[config.mk]
export PLATFORM = sky130hd
export DESIGN_NAME = adc_pair_demux
export DESIGN_NICKNAME = d
export VERILOG_FILES = /design/src/rtl/adc_demux_pkg.sv /design/src/rtl/adc_edge_capture.sv /design/src/rtl/adc_pair_check.sv /design/src/rtl/adc_word_format.sv /design/src/rtl/adc_pair_demux.sv
export SDC_FILE = /design/constraint.sdc
export NUM_CORES = 1
export LEC_CHECK = 0
export ABC_AREA = 1
export CAP_MARGIN = 15
export CORE_MARGIN = 1
export CORE_UTILIZATION = 45
export CTS_CLUSTER_SIZE = 8
export DETAILED_ROUTE_END_ITERATION = 16
export DONT_BUFFER_PORTS = 1
export REMOVE_ABC_BUFFERS = 1
export SKIP_CTS_REPAIR_TIMING = 1
export SYNTH_ARGS = -nofsm -noshare
export SYNTH_HDL_FRONTEND = slang
export SYNTH_HIERARCHICAL = 1
export SYNTH_SLANG_ARGS = --single-unit
export TNS_END_PERCENT = 50
[constraint.sdc]
create_clock -name clk -period 0.8 [get_ports clk]
set_input_delay 0.16 -clock clk [delete_from_list [all_inputs] [get_ports clk]]
set_output_delay 0.16 -clock clk [all_outputs]
set_load 0.01 [all_outputs]
[src/rtl/adc_demux_pkg.sv]
package adc_demux_pkg;
  localparam int unsigned CHANNELS = 2;

  typedef enum logic {
    FMT_OFFSET = 1'b0,
    FMT_TWOS   = 1'b1
  } fmt_e;

  typedef enum logic {
    LANE_A = 1'b0,
    LANE_B = 1'b1
  } lane_e;
endpackage

[src/rtl/adc_edge_capture.sv]
module adc_edge_capture #(
  parameter int unsigned DATA_W = 8
) (
  input  logic              clk,
  input  logic              rst,
  input  logic [DATA_W-1:0] bus_data,
  input  logic              chan_ind,
  output logic              st_vld,
  output logic [DATA_W-1:0] st_a,
  output logic [DATA_W-1:0] st_b,
  output logic              st_a_ind,
  output logic              st_b_ind
);
  // falling-edge capture: end of the high half, where the A word sits
  logic [DATA_W-1:0] hi_word;
  logic              hi_ind;

  always_ff @(negedge clk) begin
    if (rst) begin
      hi_word <= '0;
      hi_ind  <= 1'b0;
    end else begin
      hi_word <= bus_data;
      hi_ind  <= chan_ind;
    end
  end

  // rising-edge stage: retimed A word plus the B word from the low half
  always_ff @(posedge clk) begin
    if (rst) begin
      st_vld   <= 1'b0;
      st_a     <= '0;
      st_b     <= '0;
      st_a_ind <= 1'b0;
      st_b_ind <= 1'b0;
    end else begin
      st_vld   <= 1'b1;
      st_a     <= hi_word;
      st_a_ind <= hi_ind;
      st_b     <= bus_data;
      st_b_ind <= chan_ind;
    end
  end
endmodule

[src/rtl/adc_pair_check.sv]
module adc_pair_check #(
  parameter int unsigned WARMUP = 6
) (
  input  logic clk,
  input  logic rst,
  input  logic st_vld,
  input  logic st_a_ind,
  input  logic st_b_ind,
  output logic emit,
  output logic fault
);
  localparam int unsigned CNT_W = $clog2(WARMUP + 1);

  logic [CNT_W-1:0] warm_cnt;
  logic             seen_good;
  logic             ordered;
  logic             warm_done;

  assign ordered   = st_a_ind & ~st_b_ind;
  assign warm_done = (warm_cnt == CNT_W'(WARMUP));

  always_ff @(posedge clk) begin
    if (rst) begin
      warm_cnt <= '0;
    end else if (!warm_done) begin
      warm_cnt <= warm_cnt + 1'b1;
    end
  end

  always_ff @(posedge clk) begin
    if (rst) begin
      seen_good <= 1'b0;
    end else if (st_vld && ordered) begin
      seen_good <= 1'b1;
    end
  end

  assign emit  = st_vld & ordered & warm_done & seen_good;
  assign fault = st_vld & ~ordered;
endmodule

[src/rtl/adc_word_format.sv]
module adc_word_format
  import adc_demux_pkg::*;
#(
  parameter int unsigned DATA_W = 8
) (
  input  logic [DATA_W-1:0] raw,
  input  fmt_e              mode,
  output logic [DATA_W-1:0] cooked
);
  always_comb begin
    cooked = raw;
    if (mode == FMT_TWOS) begin
      cooked[DATA_W-1] = ~raw[DATA_W-1];
    end
  end
endmodule

[src/rtl/adc_pair_demux.sv]
module adc_pair_demux
  import adc_demux_pkg::*;
#(
  parameter int unsigned DATA_W = 8,
  parameter int unsigned WARMUP = 6
) (
  input  logic              clk,
  input  logic              rst,
  input  logic [DATA_W-1:0] bus_data,
  input  logic              chan_ind,
  input  logic              fmt_twos,
  output logic              pair_valid,
  output logic              sync_err,
  output logic [DATA_W-1:0] pair_a,
  output logic [DATA_W-1:0] pair_b
);
  logic              st_vld;
  logic [DATA_W-1:0] st_a;
  logic [DATA_W-1:0] st_b;
  logic              st_a_ind;
  logic              st_b_ind;
  logic              emit;
  logic              fault;

  logic [DATA_W-1:0] lane_raw [CHANNELS];
  logic [DATA_W-1:0] lane_fmt [CHANNELS];

  adc_edge_capture #(.DATA_W(DATA_W)) u_cap (
    .clk      (clk),
    .rst      (rst),
    .bus_data (bus_data),
    .chan_ind (chan_ind),
    .st_vld   (st_vld),
    .st_a     (st_a),
    .st_b     (st_b),
    .st_a_ind (st_a_ind),
    .st_b_ind (st_b_ind)
  );

  adc_pair_check #(.WARMUP(WARMUP)) u_chk_logic (
    .clk      (clk),
    .rst      (rst),
    .st_vld   (st_vld),
    .st_a_ind (st_a_ind),
    .st_b_ind (st_b_ind),
    .emit     (emit),
    .fault    (fault)
  );

  assign lane_raw[LANE_A] = st_a;
  assign lane_raw[LANE_B] = st_b;

  for (genvar ch = 0; ch < CHANNELS; ch++) begin : g_lane
    adc_word_format #(.DATA_W(DATA_W)) u_fmt (
      .raw    (lane_raw[ch]),
      .mode   (fmt_e'(fmt_twos)),
      .cooked (lane_fmt[ch])
    );
  end

  always_ff @(posedge clk) begin
    if (rst) begin
      pair_valid <= 1'b0;
      sync_err   <= 1'b0;
      pair_a     <= '0;
      pair_b     <= '0;
    end else begin
      pair_valid <= emit;
      sync_err   <= fault;
      pair_a     <= lane_fmt[LANE_A];
      pair_b     <= lane_fmt[LANE_B];
    end
  end
endmodule

======== Word-level counts from Yosys, hierarchy flattened ========
Index checks and enable logic that the tools add are counted.
word-level totals
  register bits after elaboration ......... 50
  bits of input ports ..................... 12
  output and inout bits ................... 18
  word-level logic and storage cells ...... 30
operators by class
  add/sub/neg operators ................... 1
  equal/unequal tests ..................... 1
  multiplexer cells ....................... 5
  bitwise operators ....................... 9
  reductions and logical operators ........ 1
operators by type and width
  kind                   count
  $mux W8                1
  $and A1 B1 Y1          5
  $mux W1                4
  $not A1 Y1             4
  $add A3 B1 Y3 const B  1
  $eq A3 B3 Y1 const B   1
  $logic_and A1 B1 Y1    1

======== Longest topological paths before layout ========
  depth after elaboration ................. 5
  gate-level depth with buffers ........... 6
  gate-level depth less buffers ........... 6

======== Hierarchy ========
Netlist, hierarchy kept.
by module, submodules not included
  module            instances  cells an instance  area each (um^2)  sequential area each (um^2)
  adc_edge_capture  1          68                 729.4             560.5
  adc_pair_demux    1          56                 521.8             360.3
  adc_pair_check    1          27                 197.7             80.1
  adc_word_format   2          12                 71.3              0.0

==> flow_summary_export.csv <==
group,metric,value,unit
place,hpwl,1388,um
clocking,cts_sinks,50,
timing,finalHoldViolCount,29,
worst_setup_path,path_common_cell,"nand2_2",
synth,yosys_warnings,6,
clocking,clk_pin_slew_worst_paths,0.14,ns
cells_and_area,layout_common_cells,"inv_1, nor2_1, dfxtp_1",
synth,yosys-top-cells-area,"dfxtp_1, inv_1, nor2_1",
grt,use_met2,0.2112,
timing,drv_slew,0,
worst_setup_path,r2r_slack,-0.12,ns
grt,busiest_layer,"met2",
detailed_routing,drt_iter0_markers,46,
power_and_ir_drop,p_int,0.003241,W
worst_setup_path,crit_family,"flip-flops",
floorplan,chipHeight,61.47,um
timing,final.setup.tns,-2.919,ns
timing,rsz0062_at_grt,"yes",
worst_setup_path,setup.worst_path.start_class,"flip-flop",
clocking,cts_buffers,5,
worst_setup_path,crit_type,"reg2reg",
job,max_cap_viol_count,0,
worst_setup_path,crit_path_end,"u_chk_logic/warm_cnt[1]",
timing,finalCriticalPeriod,0.9241,ns
grt,grt_max_degree,41,
synth,syn_inst,175,
place,gp_congestion,0.6004,
worst_setup_path,worst_r2r_startpoint,"u_chk_logic/warm_cnt[0]",
grt,grt_util_met1,0.1102,
cells_and_area,fin_util,0.5327,
cells_and_area,area_growth,12.58,%
power_and_ir_drop,p_leak,0.8854,nW
detailed_routing,num_vias,967,
worst_setup_path,worst_setup_path_end_kind,"flip-flop",
clocking,cts_tree,"yes",
status,violations,"negative hold slack, negative setup slack",
min_path,hold_class,"in2reg",
cells_and_area,final_common_cell,"inv_1",
worst_setup_path,worstPathMaxFanout,4,
floorplan,core,3363,um2
synth,ys_ff_latch,50,
floorplan,initial_core_util,0.4732,
synth,yosysTopAreaCell,"dfxtp_1",
timing,layout_setup_ws,-0.1241,ns
synth,syn_area,1592,um2
worst_setup_path,crit_chain,"inv_2 > ha_4 > nand2_4 > nand2_2 > nand2_2 > nor2_1",
place,dpl-instance-area,1499,um2
clocking,htreeDepth,2,
worst_setup_path,crit_buf_inv,1,
worst_setup_path,worst-path-stages,6,
floorplan,die_x,61.47,um
synth,syn_avg_cell_area,9.094,um2
detailed_routing,avgRoutedWirePerCell,9.399,um
detailed_routing,routed_wl,2190,um
detailed_routing,dr.pass1.iters,4,
worst_setup_path,arrival,1.20,ns
detailed_routing,antenna_left,0,
grt,grt_overflow,0,
grt,antenna_found_initial,0,
floorplan,ios,30,
clocking,root_buffer,"clkbuf_4",
cells_and_area,nets,200,
timing,worst_slew_pin_slew,0.2738,ns
timing,slew-limit-headroom,0.8172,
timing,fin_worst_skew,0.05363,ns
grt,grt_first_pass_wirelength,3118,um
timing,fin_crit_sh,1.155,
cells_and_area,drive_above_1_share,0.2353,
detailed_routing,drc_errors,0,
timing,max_freq,1082,MHz
worst_setup_path,worstPathRequired,1.08,ns
clocking,insertion_delay,0.42,ns
synth,synth_top_area_share,0.6289,
detailed_routing,viasPerCell,4.150,
power_and_ir_drop,pwr-share-seq,0.627,
cells_and_area,finish.instance_area,1792,um2
power_and_ir_drop,ir_drop,1.179,mV
clocking,ctsLongestPathBuffers,2,
worst_setup_path,crit_start,"u_chk_logic/warm_cnt[0]",
status,status,"finished, violations left",
power_and_ir_drop,p_sw,0.001057,W
synth,ys_types,13,
power_and_ir_drop,p_per_area,2399,nW/um2
worst_setup_path,r2r_end,"u_chk_logic/warm_cnt[1]",
timing,setup_violations,31,
grt,grt_usage,0.1230,
power_and_ir_drop,power.share.switching,0.2460,
worst_setup_path,cpPeakStageDelay,0.38,ns
place,port_buffers,0,
worst_setup_path,critPathSlowestCell,"dfxtp_2",
grt,grt_use_met3,0.05462,
cells_and_area,antennaDiodeCount,0,
power_and_ir_drop,comb_power_share,0.051,
power_and_ir_drop,p_total,0.004298,W
worst_setup_path,rr_worst_depth,6,
floorplan,dieArea,3779,um2
floorplan,rows,21,
grt,grt_pass1_vias,764,
synth,ys_seq_area_frac,0.6289,
timing,timing.hold.ws,-0.1590,ns
power_and_ir_drop,clock_power_share,0.323,
## cells by family after synthesis
group                    share of synthesized area
adder cells (fa/ha/maj)                    0.01572
flip-flops                                  0.6289
AO/OA/AOI/OAI                              0.01415
buffers and inverters                       0.2075
AND/OR/NAND/NOR                             0.1337
## routing by layer
| layer | vias up | part of all wire |
|---|---|---|
| met5 | - | 0 |
| met4 | 0 | 0.031 |
| met3 | 7 | 0.054 |
| met2 | 23 | 0.52 |
| met1 | 440 | 0.40 |
| li1 | 497 | - |
## worst min-delay path by stage
stage               from      endpoint  slack [ns]  cells past startpoint
floorplan            rst  u_cap/st_vld        0.22                      1
detailed placement   rst  u_cap/st_vld        0.23                      1
CTS                  rst     pair_b[6]       -0.18                      1
global placement     rst  u_cap/st_vld        0.22                      1
global route         rst     pair_b[5]       -0.21                      1
finish               rst     pair_b[6]       -0.16                      1
## state kept, by name (all words and copies together) (netlist names), 3 cells and up
| name | count |
|---|---|
| pair_b | 8 |
| u_chk_logic/warm_cnt | 3 |
| pair_a | 8 |
| u_cap/st_a | 8 |
| u_cap/st_b | 8 |
| u_cap/hi_word | 8 |
## per-stage QoR
stage,setup WS [ns],instances
3_3_place_gp,-0.1409,204
2_1_floorplan,-0.1251,157
4_1_cts,-0.2814,220
3_5_place_dp,-0.2615,204
5_1_grt,-0.1818,233
6_report,-0.1241,233
## cells in the mapped netlist
cell / instances
a21boi_0: 1
a21oi_1: 2
buf_4: 14
buf_6: 2
buf_8: 2
dfxtp_1: 50
ha_1: 2
inv_1: 46
nand2_1: 10
nand2_2: 1
nand3_1: 3
nor2_1: 41
o21ai_0: 1
## cell type report
cell class / instances / area [um2]
Inverter: 45 / 168.9
Sequential cell: 50 / 1032
Fill cell: 348 / 1572
Clock buffer: 6 / 51.30
Tap cell: 46 / 57.56
Timing Repair Buffer: 14 / 135.1
Clock inverter: 11 / 51.30
Multi-Input combinational cell: 61 / 295.3
## power groups by stage
stage,combinational [W],clock [W],sequential [W]
3_5_place_dp,0.000140,0.0000770,0.00273
3_3_place_gp,0.000124,0.0000770,0.00272
2_1_floorplan,0.000109,0.0000770,0.00271
5_1_grt,0.000254,0.00161,0.00271
4_1_cts,0.000141,0.00144,0.00267
6_report,0.000219,0.00139,0.00269
No activity file was read; power rests on OpenSTA's default activity.
